<file path="src/rtl/baud_tick_pkg.sv">
package baud_tick_pkg;

  typedef enum logic [1:0] {
    SEL_SYNC = 2'd0,
    SEL_FAST = 2'd1,
    SEL_SLOW = 2'd2
  } div_sel_e;

  // Divisor choice: the speed bit only matters when asynchronous.
  function automatic div_sel_e pick_sel(input logic sync_m, input logic fast);
    if (sync_m) return SEL_SYNC;
    else if (fast) return SEL_FAST;
    else return SEL_SLOW;
  endfunction

  function automatic int unsigned sel_div(input div_sel_e s, input int unsigned sy_div,
                                          input int unsigned hs_div, input int unsigned ls_div);
    case (s)
      SEL_SYNC: return sy_div;
      SEL_FAST: return hs_div;
      default:  return ls_div;
    endcase
  endfunction

  function automatic logic vote3(input logic [2:0] s);
    return ($countones(s) >= 2);
  endfunction

endpackage

</file>
<file path="src/rtl/bt_period_timer.sv">
module bt_period_timer #(
  parameter int PER_W = 8
) (
  input  logic             clk,
  input  logic             rst,
  input  logic             period_we,
  input  logic [PER_W-1:0] period_wdata,
  output logic             os_tick
);
  logic [PER_W-1:0] period_q;
  logic [PER_W-1:0] cnt_q;
  logic             at_term;

  assign at_term = (cnt_q == '0);
  assign os_tick = at_term && !period_we;

  always_ff @(posedge clk) begin
    if (rst) begin
      period_q <= '0;
      cnt_q    <= '0;
    end else if (period_we) begin
      period_q <= period_wdata;
      cnt_q    <= period_wdata;
    end else if (at_term) begin
      cnt_q <= period_q;
    end else begin
      cnt_q <= cnt_q - 1'b1;
    end
  end

  // a write reloads the timer with the written value
  a_r6_write_reload: assert property (@(posedge clk) disable iff (rst)
    period_we |=> (cnt_q == $past(period_wdata)));

  // zero period ticks every cycle that has no write
  a_r2_zero_period: assert property (@(posedge clk) disable iff (rst)
    (period_q == '0 && !period_we) |-> os_tick);

  // after a tick the timer restarts from the stored period
  a_r2_tick_reload: assert property (@(posedge clk) disable iff (rst)
    (os_tick && !period_we) |=> (period_we || cnt_q == $past(period_q)));

endmodule

</file>
<file path="src/rtl/bt_prescaler.sv">
module bt_prescaler
  import baud_tick_pkg::*;
#(
  parameter int SY_DIV = 4,
  parameter int HS_DIV = 16,
  parameter int LS_DIV = 64,
  localparam int PRE_W = $clog2(LS_DIV)
) (
  input  logic clk,
  input  logic rst,
  input  logic period_we,
  input  logic sync_mode,
  input  logic high_speed,
  input  logic os_tick,
  output logic restart,
  output logic bit_tick,
  output logic samp_shift,
  output logic vote_ev
);
  div_sel_e         sel_now, sel_q;
  logic [PRE_W-1:0] pre_q;
  logic [PRE_W-1:0] lim, mid;
  logic             live_tick;

  always_comb begin
    sel_now = pick_sel(sync_mode, high_speed);
    lim     = PRE_W'(sel_div(sel_now, SY_DIV, HS_DIV, LS_DIV) - 1);
    mid     = PRE_W'(sel_div(sel_now, SY_DIV, HS_DIV, LS_DIV) / 2);
  end

  assign restart    = period_we || (sel_now != sel_q);
  assign live_tick  = os_tick && !restart;
  assign bit_tick   = live_tick && (pre_q == lim);
  assign samp_shift = live_tick && ((pre_q == mid - 1'b1) || (pre_q == mid));
  assign vote_ev    = live_tick && (pre_q == mid + 1'b1);

  always_ff @(posedge clk) begin
    sel_q <= sel_now;
    if (rst || restart) pre_q <= '0;
    else if (os_tick) pre_q <= (pre_q == lim) ? '0 : pre_q + 1'b1;
  end

  // the bit strobe always coincides with an oversample strobe
  a_r9_bit_on_os: assert property (@(posedge clk) disable iff (rst)
    bit_tick |-> os_tick);

  // a restart clears the prescaler
  a_r7_restart_clears: assert property (@(posedge clk) disable iff (rst)
    restart |=> (pre_q == '0));

  // no bit strobe in a restart cycle
  a_r7_no_bit_on_restart: assert property (@(posedge clk) disable iff (rst)
    restart |-> !bit_tick);

  // the prescaler never passes the limit for the current divisor
  a_r3_pre_in_range: assert property (@(posedge clk) disable iff (rst)
    !restart |-> (pre_q <= lim));

endmodule

</file>
<file path="src/rtl/bt_rx_vote.sv">
module bt_rx_vote
  import baud_tick_pkg::*;
(
  input  logic clk,
  input  logic rst,
  input  logic samp_shift,
  input  logic vote_ev,
  input  logic rx_pin,
  output logic rx_level
);
  logic [1:0] samp_q;

  always_ff @(posedge clk) begin
    if (rst) begin
      samp_q   <= 2'b11;
      rx_level <= 1'b1;
    end else begin
      if (samp_shift) samp_q <= {samp_q[0], rx_pin};
      if (vote_ev) rx_level <= vote3({samp_q, rx_pin});
    end
  end

  // the level only moves at a vote
  a_r8_level_held: assert property (@(posedge clk) disable iff (rst)
    !vote_ev |=> $stable(rx_level));

  // sampling and voting never share a tick
  a_r8_disjoint_events: assert property (@(posedge clk) disable iff (rst)
    !(samp_shift && vote_ev));

endmodule

</file>
<file path="src/rtl/baud_tick_gen.sv">
module baud_tick_gen #(
  parameter int PER_W  = 8,
  parameter int SY_DIV = 4,
  parameter int HS_DIV = 16,
  parameter int LS_DIV = 64
) (
  input  logic             clk,
  input  logic             rst,
  input  logic             period_we,
  input  logic [PER_W-1:0] period_wdata,
  input  logic             sync_mode,
  input  logic             high_speed,
  input  logic             rx_pin,
  output logic             os_tick,
  output logic             bit_tick,
  output logic             rx_level
);
  logic restart;
  logic samp_shift;
  logic vote_ev;

  bt_period_timer #(.PER_W(PER_W)) u_timer (
    .clk          (clk),
    .rst          (rst),
    .period_we    (period_we),
    .period_wdata (period_wdata),
    .os_tick      (os_tick)
  );

  bt_prescaler #(.SY_DIV(SY_DIV), .HS_DIV(HS_DIV), .LS_DIV(LS_DIV)) u_pre (
    .clk        (clk),
    .rst        (rst),
    .period_we  (period_we),
    .sync_mode  (sync_mode),
    .high_speed (high_speed),
    .os_tick    (os_tick),
    .restart    (restart),
    .bit_tick   (bit_tick),
    .samp_shift (samp_shift),
    .vote_ev    (vote_ev)
  );

  bt_rx_vote u_vote (
    .clk        (clk),
    .rst        (rst),
    .samp_shift (samp_shift),
    .vote_ev    (vote_ev),
    .rx_pin     (rx_pin),
    .rx_level   (rx_level)
  );

  // no oversample strobe in a write cycle
  a_r6_quiet_on_write: assert property (@(posedge clk) disable iff (rst)
    period_we |-> !os_tick);

  // a vote never lands in a restart cycle
  a_r8_vote_not_restart: assert property (@(posedge clk) disable iff (rst)
    restart |-> !vote_ev);

endmodule

</file>
<file path="config.mk">
export PLATFORM = sky130hd
export DESIGN_NAME = baud_tick_gen
export DESIGN_NICKNAME = d
export VERILOG_FILES = /design/src/rtl/baud_tick_pkg.sv /design/src/rtl/bt_period_timer.sv /design/src/rtl/bt_prescaler.sv /design/src/rtl/bt_rx_vote.sv /design/src/rtl/baud_tick_gen.sv
export SDC_FILE = /design/constraint.sdc
export NUM_CORES = 1
export LEC_CHECK = 0
export ABC_AREA = 0
export BUFFER_PORTS_ARGS = -buffer_cell sky130_fd_sc_hd__buf_4
export CORE_UTILIZATION = 61
export DETAILED_ROUTE_END_ITERATION = 10
export PLACE_DENSITY = 0.82
export SETUP_SLACK_MARGIN = 0.1
export SLEW_MARGIN = 20
export SYNTH_ARGS = -nofsm -noshare
export SYNTH_HDL_FRONTEND = slang
export SYNTH_SLANG_ARGS = --single-unit
</file>
<file path="constraint.sdc">
create_clock -name clk -period 3.4 [get_ports clk]
set_input_delay 0.51 -clock clk [delete_from_list [all_inputs] [get_ports clk]]
set_output_delay 0.51 -clock clk [all_outputs]
set_load 0.01 [all_outputs]
</file>
==> out/results.md, run 1 <==
| Metric | Reported | Unit |
| --- | --- | --- |
| Global-route wire length before repair | 4830 | um |
| Critical path launch point | u_timer.cnt_q[3]$_SDFF_PP0_ | - |
| Commonest non-fill, non-tap cells in the layout | dfxtp_1, nor2_1, a21oi_1, buf_4, nand2_1 | - |
| Routability cong. | 0.818 | - |
| Total clock buffers created by CTS | 3 | - |
| Share of the core filled with cells in the final layout | 70.9 | % |
| Final period utilization | 81.6 | % |
| CTS tree | yes | - |
| Remaining max-slew budget at the tightest pin | 62.3 | % |
| Post-detail-place hpwl | 2080 | um |
| Share of flip-flops with an asynchronous set or reset | 0 | % |
| VDD IR max | 0.287 | mV |
| Number of endpoints with negative hold slack in the final report | 0 | - |
| Total routing usage reported by global routing | 24.6 | % |
| Number of antenna violations at the first check in global routing | 0 | - |
| Min setup slack post-route | 0.627 | ns |
| Highest clock rate | 361 | MHz |
| Setup TNS Final | 0 | ns |
| Quantity of I/O buffers inserted on ports | 16 | - |
| Number of buffers on the longest clock path | 2 | - |
| Cells on worst reg2reg path | 5 | - |
| Number of detailed-route iterations in the first pass | 4 | - |
| Minimum setup slack after placement | 1.00 | ns |
| End of the critical path | bit_tick | - |
| Cells after synthesis | 180 | - |
| Pint | 0.446 | mW |
| Combined buffer and inverter count along the critical path | 1 | - |
| Antenna Violating Nets Remaining | 0 | - |
| Number of storage elements in the synthesis netlist | 27 | - |
| Crit path time final | 2.77 | ns |
| Comb power frac | 22.3 | % |
| Number of vias per cell | 5.74 | - |
| Critical-path top delay cell | or4_4 | - |
| Placeable core region | 2250 | sq um |
| Logic depth of the worst setup path including buffers | 5 | - |
| Ports placed on the boundary | 17 | - |
| Post-synthesis cell type with the largest combined area | dfxtp_1 | - |
| Count of max-cap constraint violations | 0 | - |
| Setup-violating endpoint count in the final report | 0 | - |
| Share of the yosys chip area belonging to registers | 36.5 | % |
| Cts hold-fix bufs | 0 | - |
| Startpoint of the worst-slack reg-to-reg timing path | u_timer.cnt_q[3]$_SDFF_PP0_ | - |
| Dominant register cell in the synthesized netlist | dfxtp_1 | - |
| Top cells by area in the synthesized netlist | dfxtp_1, a21oi_1, nor2_1 | - |
| Standard-cell row count | 17 | - |
| Overall die width | 51.2 | um |
| Layout cells sized above 1 | 13.3 | % |
| Worst EP required | 2.89 | ns |
| Post-cts repair resize count | 0 | - |
| Sw Pwr | 0.186 | mW |
| Chain of cells forming the critical path | or4_4 > nor4_4 > nand2_4 > nor3b_1 > buf_4 | - |
| Distinct cells, synth | 40 | - |
| Switching part of the total | 29.4 | % |
| Clock sink count | 27 | - |
| Area fraction of the dominant cell type after synthesis | 36.5 | % |
| Peak per-stage delay on the critical path | 0.58 | ns |
| Post-CTS setup buffers | 0 | - |
| Pin count of the biggest net entering global routing | 26 | - |
| Worst-Skew Late Latency | 0.33 | ns |
| Synthesized area | 1480 | sq um |
| Die height | 51.2 | um |
| Cell at the root of the clock tree | clkbuf_4 | - |
| Crit path DAT | 2.26 | ns |
| Most common cell after layout, fill and taps aside | dfxtp_1 | - |
| Avg WL per Cell | 13.0 | um |
| Clock network fraction of total power | 22.0 | % |
| Die Area | 2630 | sq um |
| RSZ-0062 raised after global routing | no | - |
| CP Class | reg2out | - |
| Critical R2R Capture | u_pre.pre_q[4]$_SDFFE_PP0P_ | - |
| Synth warnings | 0 | - |
| Total inserted antenna cells | 0 | - |
| Crit start category | flop | - |
| Starting utilization of the core area | 65.6 | % |
| Fin. max-slew vios | 0 | - |
| Synth Area per Inst | 8.22 | sq um |
| Minimum setup slack among reg-to-reg paths | 1.30 | ns |
| Part of the total power dissipated in sequential elements | 55.7 | % |
| H-tree lvl count | 1 | - |
| Layout filler cell count | 194 | - |
| Maximum fanout count along the critical path | 9 | - |
| Crit-path leading delay family | simple AND/OR/NAND/NOR gates | - |
| Post-synthesis net count | 198 | - |
| Count of flip-flops with a built-in enable after synthesis | 0 | - |
| Total power consumption of the routed design | 0.631 | mW |
| Outcome | finished clean | - |
| Remaining global-route overflow | 0 | - |
| Layout net count | 207 | - |
| Area growth syn-to-layout | 8.12 | % |
| Clock-pin slew on the worst setup and hold paths | 0.15 | ns |
| Tightest Pin Transition | 0.561 | ns |
| Wire length after detailed routing | 2800 | um |
| Number of global-route vias before repair | 1183 | - |
| Setup Skew | 0.0130 | ns |
| Power per cell area | 395 | nW/um^2 |
| Remaining design rule violation count | 0 | - |
| Detailed-route via count | 1240 | - |
| Class of the worst hold path | in2reg | - |
| Category of the worst setup path capture point | output port | - |
| DRC marker count from the first detailed-route iteration | 15 | - |
| Worst hold margin | 0.378 | ns |
| Static Leak | 0.659 | nW |
[registers in the layout (all words and copies together), names as in the netlist]
name	flops
u_timer.period_q	8
u_pre.sel_q	2
u_vote.rx_level	1
u_timer.cnt_q	8
u_pre.pre_q	6
u_vote.samp_q	2
[power groups by stage]
| stage | Clock (mW) | Combinational (mW) | Sequential, mW |
|---|---|---|---|
| after floorplan | 0 | 0.121 | 0.355 |
| after CTS | 0.143 | 0.141 | 0.351 |
| after global routing | 0.156 | 0.158 | 0.354 |
| after detailed placement | 0 | 0.141 | 0.358 |
| final | 0.139 | 0.141 | 0.351 |
| after global placement | 0 | 0.135 | 0.357 |
[area by class of cell]
type | instances | area, sq um | area share (%)
clock buffers | 4 | 26.3 | 1.64
repair buffers | 16 | 120 | 7.51
well taps | 28 | 35.0 | 2.19
flip-flops and latches | 27 | 541 | 33.8
multi-input cells | 136 | 858 | 53.7
inverters | 5 | 18.8 | 1.17
[cell usage after synthesis (2+ instances only)]
cell type,count
dfxtp_1,27
nor2_1,25
a21oi_1,22
nand2_1,13
nand2b_1,10
clkbuf_1,8
xor2_1,6
inv_1,5
nor2b_1,5
o21ai_0,5
a211o_1,4
ha_1,4
mux2i_1,3
nor3_1,3
nor3b_1,3
o31ai_1,3
xnor2_1,3
a31o_2,2
a31oi_1,2
and3_1,2
buf_6,2
nand3b_1,2
nand4_1,2
nor4bb_1,2
or3_1,2
[metrics by stage]
stage,cells,cell area (sq um)
after global routing,216,1600
after CTS,216,1600
final,216,1600
after floorplan,180,1480
after global placement,212,1570
after detailed placement,212,1570
[how the worst min path moves through the flow]
stage	start	endpoint	slack (ns)	cells past startpoint
final	high_speed	u_pre.sel_q[1]$_DFF_P_	0.38	2
after CTS	high_speed	u_pre.sel_q[1]$_DFF_P_	0.38	2
after global routing	high_speed	u_pre.sel_q[1]$_DFF_P_	0.37	2
after detailed placement	u_timer.period_q[2]$_SDFFE_PP0P_	u_timer.period_q[2]$_SDFFE_PP0P_	0.46	2
after floorplan	u_timer.period_q[5]$_SDFFE_PP0P_	u_timer.period_q[5]$_SDFFE_PP0P_	0.45	2
after global placement	u_timer.period_q[3]$_SDFFE_PP0P_	u_timer.period_q[3]$_SDFFE_PP0P_	0.46	2
[cell families after synthesis]
| group | Yosys count | share of synthesized area [%] |
|---|---|---|
| AND/OR/NAND/NOR | 75 | 28.2 |
| AO/OA/AOI/OAI | 45 | 19.1 |
| flip-flops | 27 | 36.5 |
| buffers and inverters | 17 | 5.41 |
| XOR/XNOR | 9 | 5.33 |
| adder cells (fa/ha/maj) | 4 | 3.38 |
| multiplexers | 3 | 2.03 |
[worst reg2reg max path, cell delays in order (launching register included)]
cell and delay, ns:
dfxtp_1 0.35, or4_4 0.58, nor4_4 0.52, nand2_4 0.10, or3_1 0.33, a21oi_1 0.15
[routing by layer]
layer | vias up | GRT usage [%] | wire, um
met4 | 0 | 9.46 | 40
met2 | 21 | 48.7 | 1480
met3 | 5 | 3.57 | 71
met1 | 570 | 25.4 | 1210
met5 | - | 0 | 0
li1 | 644 | - | -
Note: power is estimated with default switching activity, not from simulation.
==> run 2, diff against run 1 <==
--- a/config.mk
+++ b/config.mk
@@ -7,9 +7,9 @@
 export LEC_CHECK = 0
 export ABC_AREA = 0
 export BUFFER_PORTS_ARGS = -buffer_cell sky130_fd_sc_hd__buf_4
-export CORE_UTILIZATION = 61
+export CORE_UTILIZATION = 57
 export DETAILED_ROUTE_END_ITERATION = 10
-export PLACE_DENSITY = 0.82
+export PLACE_DENSITY = 0.77
 export SETUP_SLACK_MARGIN = 0.1
 export SLEW_MARGIN = 20
 export SYNTH_ARGS = -nofsm -noshare
==> constraint.sdc (replaced) <==
create_clock -name clk -period 2.8 [get_ports clk]
set_input_delay 0.42 -clock clk [delete_from_list [all_inputs] [get_ports clk]]
set_output_delay 0.42 -clock clk [all_outputs]
set_load 0.01 [all_outputs]
==> out/results.md, run 2 (synthesis gave the netlist of run 1 again) <==
| Metric | Reported | Unit |
| --- | --- | --- |
| Share of the core filled with cells in the final layout | 65.7 | % |
| Die Area | 2800 | sq um |
| Clock-pin slew on the worst setup and hold paths | 0.16 | ns |
| H-tree lvl count | 1 | - |
| Highest clock rate | 412 | MHz |
| DRC marker count from the first detailed-route iteration | 20 | - |
| Global-route wire length before repair | 4650 | um |
| Comb power frac | 22.1 | % |
| Tightest Pin Transition | 0.453 | ns |
| Power per cell area | 482 | nW/um^2 |
| Clock sink count | 27 | - |
| Critical-path top delay cell | or4_4 | - |
| Startpoint of the worst-slack reg-to-reg timing path | u_timer.cnt_q[2]$_SDFF_PP0_ | - |
| Wire length after detailed routing | 2920 | um |
| Detailed-route via count | 1232 | - |
| CTS tree | yes | - |
| Top flop regs | u_timer.cnt_q (8), u_timer.period_q (8), u_pre.pre_q (6) | - |
| Setup-violating endpoint count in the final report | 0 | - |
| Number of vias per cell | 5.63 | - |
| Placed instance area | 1580 | sq um |
| Post-cts repair resize count | 0 | - |
| Minimum setup slack among reg-to-reg paths | 0.73 | ns |
| Standard-cell row count | 18 | - |
| Remaining global-route overflow | 0 | - |
| Post-detail-place hpwl | 2100 | um |
| Count of max-cap constraint violations | 0 | - |
| Overall die width | 52.9 | um |
| Category of the worst setup path capture point | output port | - |
| Outcome | finished clean | - |
| Area growth syn-to-layout | 9.05 | % |
| Cts hold-fix bufs | 0 | - |
| Number of detailed-route iterations in the first pass | 4 | - |
| Crit path DAT | 2.00 | ns |
| Post-CTS setup buffers | 0 | - |
| Chain of cells forming the critical path | or4_4 > nor4_4 > nand2_4 > nor3b_1 > buf_4 | - |
| Peak per-stage delay on the critical path | 0.56 | ns |
| Cell at the root of the clock tree | clkbuf_4 | - |
| Layout cells sized above 1 | 14.3 | % |
| Part of the total power dissipated in sequential elements | 55.1 | % |
| Number of buffers on the longest clock path | 2 | - |
| Number of global-route vias before repair | 1097 | - |
| Switching part of the total | 30.4 | % |
| Class of the worst hold path | in2reg | - |
| Combined buffer and inverter count along the critical path | 1 | - |
| Avg WL per Cell | 13.3 | um |
| VDD IR max | 0.391 | mV |
| Number of antenna violations at the first check in global routing | 0 | - |
| Most common cell after layout, fill and taps aside | dfxtp_1 | - |
| Maximum fanout count along the critical path | 5 | - |
| Number of endpoints with negative hold slack in the final report | 0 | - |
| Min-delay src | high_speed | - |
| CP Class | reg2out | - |
| Layout filler cell count | 217 | - |
| Static Leak | 0.663 | nW |
| Setup TNS Final | 0 | ns |
| RSZ-0062 raised after global routing | no | - |
| Worst EP required | 2.38 | ns |
| Pin count of the biggest net entering global routing | 26 | - |
| Die height | 52.9 | um |
| Layout net count | 208 | - |
| Setup Skew | 0.00578 | ns |
| Antenna Violating Nets Remaining | 0 | - |
| Worst-Skew Late Latency | 0.33 | ns |
| Crit path time final | 2.42 | ns |
| Fin. max-slew vios | 0 | - |
| Total routing usage reported by global routing | 22.9 | % |
| Area of all placed cells without fillers | 1610 | sq um |
| Total inserted antenna cells | 0 | - |
| Worst hold margin | 0.290 | ns |
| Min setup slack post-route | 0.375 | ns |
| Critical path launch point | u_timer.cnt_q[2]$_SDFF_PP0_ | - |
| Sw Pwr | 0.236 | mW |
| Starting utilization of the core area | 60.2 | % |
| Minimum setup slack after placement | 0.739 | ns |
| Placeable core region | 2450 | sq um |
| Remaining max-slew budget at the tightest pin | 69.8 | % |
| Routability cong. | 0.802 | - |
| Final period utilization | 86.6 | % |
| Pint | 0.542 | mW |
| Clock network fraction of total power | 22.8 | % |
| Commonest non-fill, non-tap cells in the layout | dfxtp_1, nor2_1, a21oi_1, buf_4, nand2_1 | - |
| Quantity of I/O buffers inserted on ports | 16 | - |
| Crit start category | flop | - |
| Total clock buffers created by CTS | 3 | - |
| Remaining design rule violation count | 0 | - |
| Crit-path leading delay family | simple AND/OR/NAND/NOR gates | - |
| Ports placed on the boundary | 17 | - |
run 2: metrics by stage:
stage | power [mW] | std cells
CTS | 0.782 | 219
detailed placement | 0.607 | 215
global route | 0.820 | 219
finish | 0.778 | 219
floorplan | 0.577 | 180
global placement | 0.600 | 215
run 2: final timing paths:
check / end / cells past startpoint
worst max-delay path: bit_tick / 5
worst min-delay path: u_pre.sel_q[1]$_DFF_P_ / 2
worst max register to register: u_timer.cnt_q[0]$_SDFF_PP0_ / 4
worst min register to register: u_timer.period_q[3]$_SDFFE_PP0P_ / 2
run 2: worst reg2reg max path, stage by stage, from the launching register on:
cell     delay (ns)
dfxtp_1        0.37
or4_4          0.56
or3_1          0.58
a211o_1        0.37
a21oi_1        0.13
run 2: cell type report:
type | count | area (sq um) | share of cell area, %
multi-input combinational | 136 | 858 | 53.2
sequential | 27 | 541 | 33.5
timing repair buffer | 17 | 128 | 7.91
tap | 30 | 37.5 | 2.33
clock buffer | 3 | 22.5 | 1.40
inverter | 5 | 18.8 | 1.16
clock inverter | 1 | 7.51 | 0.465
run 2: power groups by stage:
stage | Sequential [mW] | Combinational, mW | Clock (mW)
floorplan | 0.431 | 0.147 | 0
global placement | 0.434 | 0.166 | 0
detailed placement | 0.437 | 0.170 | 0
CTS | 0.428 | 0.172 | 0.181
global route | 0.432 | 0.193 | 0.196
finish | 0.429 | 0.172 | 0.177
run 2: metal layers:
metal | vias up | track usage [%] | part of all wire [%]
met5 | - | 0 | 0
met4 | 0 | 9.21 | 1.3
met3 | 4 | 2.59 | 2.1
met2 | 16 | 37.3 | 44
met1 | 563 | 30.4 | 52
li1 | 649 | - | -
==> run 3, diff against run 2 <==
==> constraint.sdc (replaced) <==
create_clock -name clk -period 2.8 [get_ports clk]
set_input_delay 0.84 -clock clk [delete_from_list [all_inputs] [get_ports clk]]
set_output_delay 0.84 -clock clk [all_outputs]
set_load 0.01 [all_outputs]
==> out/results.md, run 3 (synthesis gave the netlist of run 1 again) <==
| Metric | Reported | Unit |
| --- | --- | --- |
| Setup Skew | 0.00579 | ns |
| Clock sink count | 27 | - |
| Highest clock rate | 355 | MHz |
| CP Class | reg2out | - |
| Static Leak | 0.704 | nW |
| CTS tree | yes | - |
| Global-route wire length before repair | 4860 | um |
| Crit path DAT | 1.98 | ns |
| DRC marker count from the first detailed-route iteration | 20 | - |
| Wire length after detailed routing | 2990 | um |
| Ports placed on the boundary | 17 | - |
| Number of global-route vias before repair | 1192 | - |
| Tightest Pin Transition | 0.471 | ns |
| Violations in the final reports | negative setup slack | - |
| Avg WL per Cell | 13.3 | um |
| Power per cell area | 468 | nW/um^2 |
| Area of combinational cells with multiple inputs | 876 | sq um |
| Detailed-route via count | 1318 | - |
| Placed cell count | 217 | - |
| Outcome | complete, but fails checks | - |
| Layout cells sized above 1 | 19.5 | % |
| Total inserted antenna cells | 0 | - |
| Cell count of the worst hold path | 2 | - |
| Standard-cell row count | 18 | - |
| Pin count of the biggest net entering global routing | 25 | - |
| Critical path launch point | u_timer.cnt_q[3]$_SDFF_PP0_ | - |
| Number of endpoints with negative hold slack in the final report | 0 | - |
| Min setup slack post-route | -0.0155 | ns |
| Number of standard cells in the layout, taps in and fillers out | 225 | - |
| VDD IR max | 0.468 | mV |
| Critical R2R Capture | u_vote.samp_q[0]$_SDFFE_PP1P_ | - |
| Maximum fanout count along the critical path | 5 | - |
| Area of all placed cells without fillers | 1680 | sq um |
| Die Area | 2800 | sq um |
| Number of vias per cell | 5.86 | - |
| Starting utilization of the core area | 60.2 | % |
| Quantity of I/O buffers inserted on ports | 16 | - |
| Total routing usage reported by global routing | 23.4 | % |
| H-tree lvl count | 1 | - |
| Clock-pin slew on the worst setup and hold paths | 0.15 | ns |
| Worst hold margin | 0.488 | ns |
| Setup-violating endpoint count in the final report | 1 | - |
| Number of buffers on the longest clock path | 2 | - |
| Remaining design rule violation count | 0 | - |
| Final period utilization | 101 | % |
| Remaining global-route overflow | 0 | - |
| Top flop regs | u_timer.cnt_q (8), u_timer.period_q (8), u_pre.pre_q (6) | - |
| Area occupied by registers | 544 | sq um |
| Crit start category | flop | - |
| Cell at the root of the clock tree | clkbuf_4 | - |
| Fin. max-slew vios | 0 | - |
| Crit path time final | 2.82 | ns |
| Number of detailed-route iterations in the first pass | 4 | - |
| Minimum setup slack among reg-to-reg paths | 0.55 | ns |
| Worst EP required | 1.96 | ns |
| Class of the worst hold path | reg2reg | - |
| Commonest non-fill, non-tap cells in the layout | nor2_1, dfxtp_1, buf_4, a21oi_1, nand2_1 | - |
| Capture endpoint of the worst hold path | u_timer.period_q[0]$_SDFFE_PP0P_ | - |
| Layout net count | 214 | - |
| Placeable core region | 2450 | sq um |
| Count of max-cap constraint violations | 0 | - |
| Startpoint of the worst-slack reg-to-reg timing path | u_timer.cnt_q[3]$_SDFF_PP0_ | - |
| Post-detail-place hpwl | 2160 | um |
| Number of antenna violations at the first check in global routing | 0 | - |
| Area growth syn-to-layout | 13.8 | % |
| Min-delay src | u_timer.period_q[0]$_SDFFE_PP0P_ | - |
| Antenna Violating Nets Remaining | 0 | - |
| Overall die width | 52.9 | um |
| Layout filler cell count | 208 | - |
| Remaining max-slew budget at the tightest pin | 68.6 | % |
| RSZ-0062 raised after global routing | yes | - |
| Share of the core filled with cells in the final layout | 68.6 | % |
| Cells on worst reg2reg path | 8 | - |
| Category of the worst setup path capture point | output port | - |
| Routability cong. | 0.800 | - |
| Setup TNS Final | -0.0155 | ns |
| Most common cell after layout, fill and taps aside | nor2_1 | - |
| Worst-Skew Late Latency | 0.32 | ns |
| Placed instance area | 1620 | sq um |
| Total clock buffers created by CTS | 3 | - |
| Die height | 52.9 | um |
run 3: cell types whose count changed in the layout (fill, tap and decap cells not counted), sizes merged:
cell | before | now
buf | 17 | 23
run 3: layout make-up:
type / instances / share of cell area [%]
clock buffer: 3 / 1.34
tap: 30 / 2.23
multi-input combinational: 136 / 52.0
sequential: 27 / 32.3
clock inverter: 1 / 0.446
inverter: 5 / 1.12
timing repair buffer: 23 / 10.5
run 3: report_power, final:
group / leakage (nW) / switching, mW / total (mW) / internal (mW)
combinational: 0.467 / 0.0954 / 0.185 / 0.0894
clock: 0.0139 / 0.119 / 0.174 / 0.0546
sequential: 0.223 / 0.0213 / 0.429 / 0.408
run 3: routing by layer:
metal  global-route usage (%)  vias up  routed length, um
met2                     38.0       28               1390
met1                     30.5      630               1450
met4                     7.89        0                 22
met5                        0        -                  0
li1                         -      656                  -
met3                     4.60        4                124
run 3: worst max-delay path, cell delays in order (launching register included):
cell,delay [ns]
dfxtp_2,0.35
or4_4,0.57
nor4_4,0.33
nand2_4,0.09
nor3b_4,0.17
buf_4,0.14
run 3: how the worst max path moves through the flow:
| stage | endpoint | cells past startpoint |
|---|---|---|
| finish | bit_tick | 5 |
| CTS | bit_tick | 5 |
| global placement | bit_tick | 6 |
| detailed placement | bit_tick | 6 |
| global route | bit_tick | 5 |
| floorplan | bit_tick | 5 |
run 3: repair_timing:
action                     4_1_cts  5_1_grt
buffers inserted                 3        1
resized for setup                3        0
setup endpoints to repair        2        2
pin swaps                        3        0
hold buffers                     0        0
run 3: stage by stage:
stage | power (mW) | setup WS (ns)
6_report | 0.787 | -0.0155
5_1_grt | 0.834 | -0.108
4_1_cts | 0.791 | -0.0209
3_5_place_dp | 0.613 | 0.0295
3_3_place_gp | 0.606 | 0.0615
2_1_floorplan | 0.581 | 0.0959
